--- config.mk ---
export PLATFORM = sky130hd
export DESIGN_NAME = cnt_cfg_read_router
export DESIGN_NICKNAME = d
export VERILOG_FILES = /design/src/rtl/cnt_cfg_pkg.sv /design/src/rtl/cnt_cfg_word.sv /design/src/rtl/cnt_cfg_decode.sv /design/src/rtl/cnt_cfg_trap_chain.sv /design/src/rtl/cnt_cfg_read_router.sv
export SDC_FILE = /design/constraint.sdc
export NUM_CORES = 1
export LEC_CHECK = 0
export BUFFER_PORTS_ARGS = -buffer_cell sky130_fd_sc_hd__clkbuf_2
export CORE_ASPECT_RATIO = 1.2
export CORE_MARGIN = 3
export CORE_UTILIZATION = 49
export CTS_CLUSTER_DIAMETER = 120
export DETAILED_ROUTE_END_ITERATION = 12
export PLACE_DENSITY = 0.8
export SKIP_CTS_REPAIR_TIMING = 1
export SKIP_LAST_GASP = 1
export SLEW_MARGIN = 20
export SYNTH_ARGS = -nofsm -noshare
export SYNTH_HDL_FRONTEND = slang
export SYNTH_HIERARCHICAL = 1
export SYNTH_SLANG_ARGS = --single-unit
--- constraint.sdc ---
create_clock -name clk -period 1.5 [get_ports clk]
set_input_delay 0.225 -clock clk [delete_from_list [all_inputs] [get_ports clk]]
set_output_delay 0.225 -clock clk [all_outputs]
set_load 0.05 [all_outputs]
--- src/rtl/cnt_cfg_pkg.sv ---
// Package: shared level codes and the syndrome class used by the read router.
// Assumes privilege levels are numbered 0 (least) to 3 (most privileged).
package cnt_cfg_pkg;

    typedef enum logic [1:0] {
        LVL0 = 2'd0,
        LVL1 = 2'd1,
        LVL2 = 2'd2,
        LVL3 = 2'd3
    } lvl_e;

    localparam logic [5:0] TRAP_CLASS = 6'h18;

    localparam logic [1:0] ENC_OP0 = 2'b11;
    localparam logic [2:0] ENC_OP1 = 3'b011;
    localparam logic [3:0] ENC_CRN = 4'b1101;
    localparam logic [3:0] ENC_CRM = 4'b0010;
    localparam logic [2:0] ENC_OP2 = 3'b001;

endpackage

--- src/rtl/cnt_cfg_word.sv ---
// Module: builds the 64-bit configuration value from elaboration parameters.
// Assumes 1 <= TOTAL_CNT <= 256 and AUX_CNT <= TOTAL_CNT (checked at elaboration).
module cnt_cfg_word #(
    parameter int TOTAL_CNT = 7,
    parameter int AUX_CNT   = 3,
    parameter int DATA_W    = 64
) (
    output logic [DATA_W-1:0] word
);
    localparam logic [7:0] N_FIELD   = 8'(TOTAL_CNT - 1);
    localparam logic [3:0] GRP_FIELD = (AUX_CNT > 0) ? 4'd1 : 4'd0;
    localparam logic [5:0] SZ_FIELD  = 6'd63;

    if (TOTAL_CNT < 1 || TOTAL_CNT > 256) begin : g_bad_total
        $error("TOTAL_CNT must lie in 1..256");
    end
    if (AUX_CNT < 0 || AUX_CNT > TOTAL_CNT) begin : g_bad_aux
        $error("AUX_CNT must lie in 0..TOTAL_CNT");
    end
    if (DATA_W != 64) begin : g_bad_width
        $error("DATA_W must be 64");
    end

    // Assemble the fields; unused bits read as zero.
    always_comb begin
        word        = '0;
        word[7:0]   = N_FIELD;
        word[13:8]  = SZ_FIELD;
        word[24]    = 1'b1;
        word[31:28] = GRP_FIELD;
    end
endmodule

--- src/rtl/cnt_cfg_decode.sv ---
// Module: compares the access encoding against the one owned by this block.
// Assumes fields are valid whenever they are sampled; purely combinational.
module cnt_cfg_decode
    import cnt_cfg_pkg::*;
(
    input  logic [1:0] op0,
    input  logic [2:0] op1,
    input  logic [3:0] crn,
    input  logic [3:0] crm,
    input  logic [2:0] op2,
    output logic       hit
);
    // Claim the request only when every field matches exactly.
    always_comb begin
        hit = (op0 == ENC_OP0) && (op1 == ENC_OP1) && (crn == ENC_CRN) &&
              (crm == ENC_CRM) && (op2 == ENC_OP2);
    end
endmodule

--- src/rtl/cnt_cfg_trap_chain.sv ---
// Module: evaluates the level-dependent trap priority chain.
// Assumes the caller qualifies the result with a matching, implemented access.
module cnt_cfg_trap_chain
    import cnt_cfg_pkg::*;
(
    input  logic [1:0] level,
    input  logic       el1_is64,
    input  logic       el2_is64,
    input  logic       el3_is64,
    input  logic       el2_enabled,
    input  logic       el3_present,
    input  logic       user_en,
    input  logic       guest_redirect,
    input  logic       el2_cnt_trap,
    input  logic       el3_cnt_trap,
    output logic       do_trap,
    output logic [1:0] target
);
    logic el2_live;
    logic el3_live;
    logic user_hit;
    logic el2_hit;
    logic el3_hit;

    // Per-level trap conditions, before priority is applied.
    always_comb begin
        el2_live = el2_enabled && el2_is64;
        el3_live = el3_present && el3_is64;
        user_hit = el1_is64 && !user_en;
        el2_hit  = el2_live && el2_cnt_trap;
        el3_hit  = el3_live && el3_cnt_trap;
    end

    // Strict priority: user gate, then level 2 trap, then level 3 trap.
    always_comb begin
        do_trap = 1'b0;
        target  = LVL1;
        unique case (lvl_e'(level))
            LVL0: begin
                if (user_hit) begin
                    do_trap = 1'b1;
                    target  = (el2_live && guest_redirect) ? LVL2 : LVL1;
                end else if (el2_hit) begin
                    do_trap = 1'b1;
                    target  = LVL2;
                end else if (el3_hit) begin
                    do_trap = 1'b1;
                    target  = LVL3;
                end
            end
            LVL1: begin
                if (el2_hit) begin
                    do_trap = 1'b1;
                    target  = LVL2;
                end else if (el3_hit) begin
                    do_trap = 1'b1;
                    target  = LVL3;
                end
            end
            LVL2: begin
                if (el3_hit) begin
                    do_trap = 1'b1;
                    target  = LVL3;
                end
            end
            default: begin
                do_trap = 1'b0;
            end
        endcase
    end
endmodule

--- src/rtl/cnt_cfg_read_router.sv ---
// Module: top of the read router; registers one outcome per matching request.
// Assumes req_valid is a pulse and all control inputs are stable with it.
module cnt_cfg_read_router
    import cnt_cfg_pkg::*;
#(
    parameter int TOTAL_CNT = 7,
    parameter int AUX_CNT   = 3,
    parameter int DATA_W    = 64
) (
    input  logic              clk,
    input  logic              rst_n,
    input  logic              req_valid,
    input  logic [1:0]        req_op0,
    input  logic [2:0]        req_op1,
    input  logic [3:0]        req_crn,
    input  logic [3:0]        req_crm,
    input  logic [2:0]        req_op2,
    input  logic [1:0]        cur_level,
    input  logic              el1_is64,
    input  logic              el2_is64,
    input  logic              el3_is64,
    input  logic              el2_enabled,
    input  logic              el3_present,
    input  logic              feat_present,
    input  logic              user_en,
    input  logic              guest_redirect,
    input  logic              el2_cnt_trap,
    input  logic              el3_cnt_trap,
    output logic              rd_valid,
    output logic [DATA_W-1:0] rd_data,
    output logic              trap_valid,
    output logic [1:0]        trap_level,
    output logic [5:0]        trap_class,
    output logic              undef_valid
);
    logic              hit;
    logic              do_trap;
    logic [1:0]        target;
    logic [DATA_W-1:0] cfg_word;
    logic              claim;

    cnt_cfg_word #(
        .TOTAL_CNT (TOTAL_CNT),
        .AUX_CNT   (AUX_CNT),
        .DATA_W    (DATA_W)
    ) u_word (
        .word (cfg_word)
    );

    cnt_cfg_decode u_dec (
        .op0 (req_op0),
        .op1 (req_op1),
        .crn (req_crn),
        .crm (req_crm),
        .op2 (req_op2),
        .hit (hit)
    );

    cnt_cfg_trap_chain u_chain (
        .level          (cur_level),
        .el1_is64       (el1_is64),
        .el2_is64       (el2_is64),
        .el3_is64       (el3_is64),
        .el2_enabled    (el2_enabled),
        .el3_present    (el3_present),
        .user_en        (user_en),
        .guest_redirect (guest_redirect),
        .el2_cnt_trap   (el2_cnt_trap),
        .el3_cnt_trap   (el3_cnt_trap),
        .do_trap        (do_trap),
        .target         (target)
    );

    // A request is ours when it is valid and its encoding matches.
    always_comb begin
        claim = req_valid && hit;
    end

    // Register exactly one outcome; trap fields and data hold between uses.
    always_ff @(posedge clk) begin
        if (!rst_n) begin
            rd_valid    <= 1'b0;
            rd_data     <= '0;
            trap_valid  <= 1'b0;
            trap_level  <= 2'd0;
            trap_class  <= 6'd0;
            undef_valid <= 1'b0;
        end else begin
            rd_valid    <= claim && feat_present && !do_trap;
            trap_valid  <= claim && feat_present && do_trap;
            undef_valid <= claim && !feat_present;
            if (claim && feat_present && !do_trap) begin
                rd_data <= cfg_word;
            end
            if (claim && feat_present && do_trap) begin
                trap_level <= target;
                trap_class <= TRAP_CLASS;
            end
        end
    end

    AST_ONE_OUTCOME: assert property (@(posedge clk) disable iff (!rst_n)
        $onehot0({rd_valid, trap_valid, undef_valid}));
    AST_CLASS_FIXED: assert property (@(posedge clk) disable iff (!rst_n)
        trap_valid |-> (trap_class == 6'h18));
    AST_NOMATCH_QUIET: assert property (@(posedge clk) disable iff (!rst_n)
        (req_valid && !hit) |=> !(rd_valid || trap_valid || undef_valid));
    AST_ABSENT_UNDEF: assert property (@(posedge clk) disable iff (!rst_n)
        (claim && !feat_present) |=> undef_valid);
    AST_TOP_NO_TRAP: assert property (@(posedge clk) disable iff (!rst_n)
        (claim && feat_present && cur_level == 2'd3) |=> rd_valid);
    AST_TRAP_HOLD: assert property (@(posedge clk) disable iff (!rst_n)
        !trap_valid |-> ($stable(trap_level) && $stable(trap_class)));
    AST_DATA_SHAPE: assert property (@(posedge clk) disable iff (!rst_n)
        rd_valid |-> (rd_data[63:32] == 32'd0 && rd_data[24] && rd_data[13:8] == 6'd63));
    AST_TARGET_ABOVE: assert property (@(posedge clk) disable iff (!rst_n)
        trap_valid |-> (trap_level != 2'd0));
endmodule

After elaboration in Yosys (flattened, before gate mapping)
Index checks and enable logic that the tools add are counted.

Equal/unequal tests: 7. Multiplexer cells: 9. Reduce and logical (&&, ||, !) cells: 19.

Operators with widths (number): logical AND 1 bit (15); 2-to-1 mux 2 bit (4); one-hot mux 2 bit (3 select lines) (1); == test 2 bit, second input constant (2); == test 4 x 2 -> 1 bit, second input constant (1); == test 4 bit, second input constant (1); == test 3 x 1 -> 1 bit, second input constant (1); == test 3 x 2 -> 1 bit, second input constant (1); zero test 1 bit (3); 2-to-1 mux 1 bit (3); one-hot mux 1 bit (3 select lines) (1); == test 2 x 1 -> 1 bit, second input constant (1); zero test 2 bit (1).

Bits in registers: 7. Bits of input ports: 31. Output and inout port bits: 75. Word-level logic and storage cells: 41.

Longest topological paths before layout
Depth in word-level cells: 8. Mapped depth: 8. Mapped depth without buffers: 5.

Hierarchy
The synthesis kept the hierarchy.

By module, submodules not included: cnt_cfg_read_router (instances 1, cells an instance 304, area an instance 2815.2 um^2, sequential area each 1401.3 um^2); cnt_cfg_word (instances 1, cells an instance 66, area an instance 488.0 um^2, sequential area each 0.0 um^2); cnt_cfg_trap_chain (instances 1, cells an instance 12, area an instance 87.6 um^2, sequential area each 0.0 um^2); cnt_cfg_decode (instances 1, cells an instance 5, area an instance 55.1 um^2, sequential area each 0.0 um^2).

Worst setup path before layout
Ideal clock, no wire load.

Kind: input-to-reg. Start point: in req_crm[2]. End point: reg, netlist name rd_data[10]. Library setup time: 72 ps. Data arrival time: 1504 ps. Required time: 1428 ps. Setup slack: -76 ps. Stages on the path: 7. Buffers on the path: 3. Cell sequence: nand4bb_1 > nor4_2 > and4b_1 > clkbuf_2 > buf_6 > buf_8 > mux2i_1.

Word-level cells in the longest chain between the ends: 6.

RTL lines: start: declaration (RTL line cnt_cfg_read_router.sv:16) `input logic [3:0] req_crm,`; == test 4 x 2 -> 1 bit (RTL line cnt_cfg_decode.sv:16) `(crm == ENC_CRM) && (op2 == ENC_OP2);`; logical AND 1 bit (RTL line cnt_cfg_decode.sv:15) `hit = (op0 == ENC_OP0) && (op1 == ENC_OP1) && (crn == ENC_CRN) &&`; logical AND 1 bit (RTL line cnt_cfg_decode.sv:16); named net hit (RTL line cnt_cfg_read_router.sv:36) `logic hit;`; logical AND 1 bit (RTL line cnt_cfg_read_router.sv:76) `claim = req_valid && hit;`; logical AND 1 bit (2 in series) (RTL line cnt_cfg_read_router.sv:92) `if (claim && feat_present && !do_trap) begin`.

The timed path passes the listed nets, and every way through them passes these cells. A chain may end at the register's enable or synchronous reset.

Worst setup path in the final report
Start point: in req_op2[2]. End point: reg, netlist name rd_data[12].

Word-level cells in the longest chain between the ends: 5.

RTL lines: start: declaration (RTL line cnt_cfg_read_router.sv:17) `input logic [2:0] req_op2,`; == test 3 x 1 -> 1 bit (RTL line cnt_cfg_decode.sv:16); logical AND 1 bit (RTL line cnt_cfg_decode.sv:16); named net hit (RTL line cnt_cfg_read_router.sv:36); logical AND 1 bit (RTL line cnt_cfg_read_router.sv:76); logical AND 1 bit (2 in series) (RTL line cnt_cfg_read_router.sv:92).

The timed path passes the listed nets, and every way through them passes these cells.

==> impl_metrics.prom <==
# TYPE chip_impl_metric gauge
chip_impl_metric{name="finalNetCount",unit=""} 516
chip_impl_info{name="path_cells",value="clkbuf_2 > nand4bb_1 > nor4_2 > and4b_4 > buf_12 > mux2i_1"} 1
chip_impl_metric{name="numCtsBuffers",unit=""} 9
chip_impl_info{name="worst_hold_path_type",value="in2reg"} 1
chip_impl_info{name="rsz0062_at_grt",value="false"} 1
chip_impl_info{name="most_common_cell_after_layout_fill_and_taps_aside",value="nand2_1"} 1
chip_impl_metric{name="timing.critical_path.buf_inv",unit=""} 2
chip_impl_metric{name="synth.area.mux_share",unit=""} 0.195
chip_impl_metric{name="gr-usage-all-layers",unit=""} 0.169
chip_impl_metric{name="drive_gt1_frac",unit=""} 0.270
chip_impl_metric{name="period_share",unit=""} 0.902
chip_impl_metric{name="clockBufferDepth",unit=""} 2
chip_impl_metric{name="drc",unit=""} 0
chip_impl_metric{name="initial_utilization",unit=""} 0.522
chip_impl_metric{name="layout.cell_area.non_filler",unit="mm²"} 0.00397
chip_impl_metric{name="via_per_inst",unit=""} 4.29
chip_impl_metric{name="antenna_cells",unit=""} 0
chip_impl_metric{name="synthAdderAreaFrac",unit=""} 0
chip_impl_info{name="synth_top_family_by_area",value="buffers and inverters"} 1
chip_impl_metric{name="gp_congestion",unit=""} 0.700
chip_impl_metric{name="hpwlAfterDp",unit="µm"} 4750
chip_impl_metric{name="finalCriticalPeriod",unit="ns"} 1.35
chip_impl_metric{name="fp.dieArea",unit="mm²"} 0.00808
chip_impl_info{name="run_status",value="finished, final reports clean"} 1
chip_impl_info{name="cts_tree",value="yes"} 1
chip_impl_info{name="final_cell_mix",value="134 x nand2_1, 100 x clkbuf_2, 70 x dfxtp_1"} 1
chip_impl_info{name="worst_setup_path_startpoint",value="req_op2[2]"} 1
chip_impl_metric{name="clock.fmax",unit="GHz"} 0.739
chip_impl_metric{name="area_growth",unit="%"} 15.1
chip_impl_info{name="worstHoldStart",value="req_valid"} 1
chip_impl_metric{name="design.portCount",unit=""} 106
chip_impl_metric{name="routedWlPerCell",unit="µm"} 11.1
chip_impl_metric{name="irDropWorstVdd",unit="V"} 0.000629
chip_impl_metric{name="die_x",unit="µm"} 82.6
chip_impl_metric{name="detailedRoute.firstPassIterationCount",unit=""} 4
chip_impl_metric{name="drv_cap",unit=""} 0
chip_impl_metric{name="cts.reportedPaths.clkPinSlew",unit="ns"} 0.07
chip_impl_metric{name="clock_sink_count",unit=""} 70
chip_impl_metric{name="static-leakage-power",unit="nW"} 1.80
chip_impl_info{name="crit_end_category",value="flop"} 1
chip_impl_metric{name="placed_cell_area",unit="mm²"} 0.00378
chip_impl_info{name="timing.setup.critical_path_class",value="in2reg"} 1
chip_impl_metric{name="ant_nets",unit=""} 0
chip_impl_info{name="critPathTopFamily",value="simple AND/OR/NAND/NOR gates"} 1
chip_impl_metric{name="hold_viol_final",unit=""} 0
chip_impl_info{name="critical_path.startpoint_type",value="primary input"} 1
chip_impl_metric{name="worst_path_largest_cell_delay",unit="ns"} 0.39
chip_impl_metric{name="fp.dieH",unit="µm"} 97.9
chip_impl_metric{name="synth.yosys.seq_area_share",unit=""} 0.407
chip_impl_metric{name="syn_area",unit="mm²"} 0.00345
chip_impl_metric{name="drtIter0Drc",unit=""} 64
chip_impl_metric{name="critPathRequiredTime",unit="ns"} 1.75
chip_impl_metric{name="synth_simple_gate_area_frac",unit=""} 0.184
chip_impl_metric{name="floorplan.core_area",unit="mm²"} 0.00661
chip_impl_metric{name="yosys.area_share.xor_xnor",unit=""} 0
chip_impl_metric{name="detailroute.via_count",unit=""} 2462
chip_impl_metric{name="p_per_area",unit="mW/mm²"} 891
chip_impl_metric{name="io_buffers",unit=""} 101
chip_impl_metric{name="layout.core_utilization",unit=""} 0.600
chip_impl_metric{name="antenna_found_initial",unit=""} 0
chip_impl_metric{name="compound_gate_fraction_of_synth_area",unit=""} 0.0123
chip_impl_metric{name="grt_pass1_wl",unit="µm"} 10900
chip_impl_metric{name="timing.hold.ws",unit="ns"} 0.202
chip_impl_metric{name="yosys_warnings",unit=""} 6
chip_impl_metric{name="finalSetupViolCount",unit=""} 0
chip_impl_metric{name="post-place-ws",unit="ns"} -0.215
chip_impl_metric{name="rows",unit=""} 32
chip_impl_metric{name="timing.clock.skew",unit="ns"} 0
chip_impl_metric{name="cp_max_fo",unit=""} 12
chip_impl_info{name="worstReg2RegStart",value="rd_data[12]"} 1
chip_impl_metric{name="grt-ovfl-total",unit=""} 0
chip_impl_metric{name="synth.avg_cell_area",unit="µm²"} 8.90
chip_impl_metric{name="setup_slack",unit="ns"} 0.147
chip_impl_metric{name="timing_max_transition_violations_final",unit=""} 0
chip_impl_info{name="cell_at_the_slowest_stage_of_the_critical_path",value="and4b_4"} 1
chip_impl_metric{name="grt_start_max_net_pins",unit=""} 61
chip_impl_info{name="root_buffer",value="clkbuf_8"} 1
chip_impl_metric{name="grt_pass1_vias",unit=""} 2474
chip_impl_metric{name="ys_types",unit=""} 23
chip_impl_metric{name="wl",unit="µm"} 6390
chip_impl_metric{name="synth_cells",unit=""} 387
chip_impl_metric{name="ys_seq_elements",unit=""} 70
chip_impl_metric{name="depth_of_the_cts_h_tree",unit=""} 3
chip_impl_metric{name="worst_ep_arrival_time",unit="ns"} 1.60
chip_impl_metric{name="worst_skew_pair.late_latency",unit="ns"} 0.32
state kept, by name (all words and copies together) (netlist names):
register,count
rd_data,64
trap_level,2
trap_class,1
undef_valid,1
trap_valid,1
rd_valid,1
stage by stage:
stage                     std cells  total power, mW  setup TNS [ns]
after global routing            574             3.69               0
after floorplan                 452             2.18          -0.534
after CTS                       574             3.56               0
after detailed placement        559             2.11           -9.34
final                           574             3.53               0
after global placement          559             2.11           -7.63
where the power goes:
part           leakage, nW  total, mW  switching [mW]  internal (mW)
sequential           0.563       1.86      0.00000326           1.86
clock               0.0952       1.46           0.657          0.799
combinational         1.14      0.221           0.140         0.0806
total                 1.80       3.53           0.797           2.74
cells in the mapped netlist:
cell type / number / area share
buf_2: 1 / 0.0015
nor4_2: 1 / 0.0036
clkbuf_1: 13 / 0.014
o21ai_0: 1 / 0.0015
buf_6: 1 / 0.0033
a41o_1: 1 / 0.0029
clkbuf_2: 1 / 0.0015
conb_1: 3 / 0.0033
and2_1: 2 / 0.0036
nand4bb_1: 3 / 0.0098
buf_8: 5 / 0.022
nor3b_4: 1 / 0.0054
nand3_1: 2 / 0.0029
and4_1: 1 / 0.0025
and4b_1: 2 / 0.0058
mux2i_1: 67 / 0.19
o21a_1: 3 / 0.0065
nand4b_1: 1 / 0.0025
buf_4: 72 / 0.16
dfxtp_1: 70 / 0.41
a21oi_1: 1 / 0.0015
or3_1: 1 / 0.0018
nand2_1: 134 / 0.15
cells by family (layout without fill, tap and decap cells):
logic type | Yosys count | in the layout
DFF | 70 | 70
muxes | 67 | 67
and+or+nand+nor | 148 | 148
AOI/OAI and AO/OA | 6 | 6
other | 3 | 68
buffers and inverters | 93 | 130
area by class of cell:
cell class              instances  area (µm²)
well taps                      85         106
multi-input cells             289        1610
fillers                       592        2640
flip-flops and latches         70        1400
clock inverters                 4        47.5
repair buffers                115         663
clock buffers                  11         141
final timing paths:
kind | to | slack, ns | cells past startpoint
setup reg to reg | rd_data[12] | 0.86 | 2
hold / removal | undef_valid | 0.20 | 2
setup / recovery | rd_data[12] | 0.15 | 6
hold reg to reg | rd_data[41] | 0.46 | 2
per-layer routing:
layer,part of all wire,track usage,up-vias
li1,-,-,1296
met1,0.41,0.193,1090
met2,0.51,0.289,63
met3,0.060,0.0443,13
met4,0.021,0.0742,0
met5,0,0,-
No activity file was read; power rests on OpenSTA's default activity.
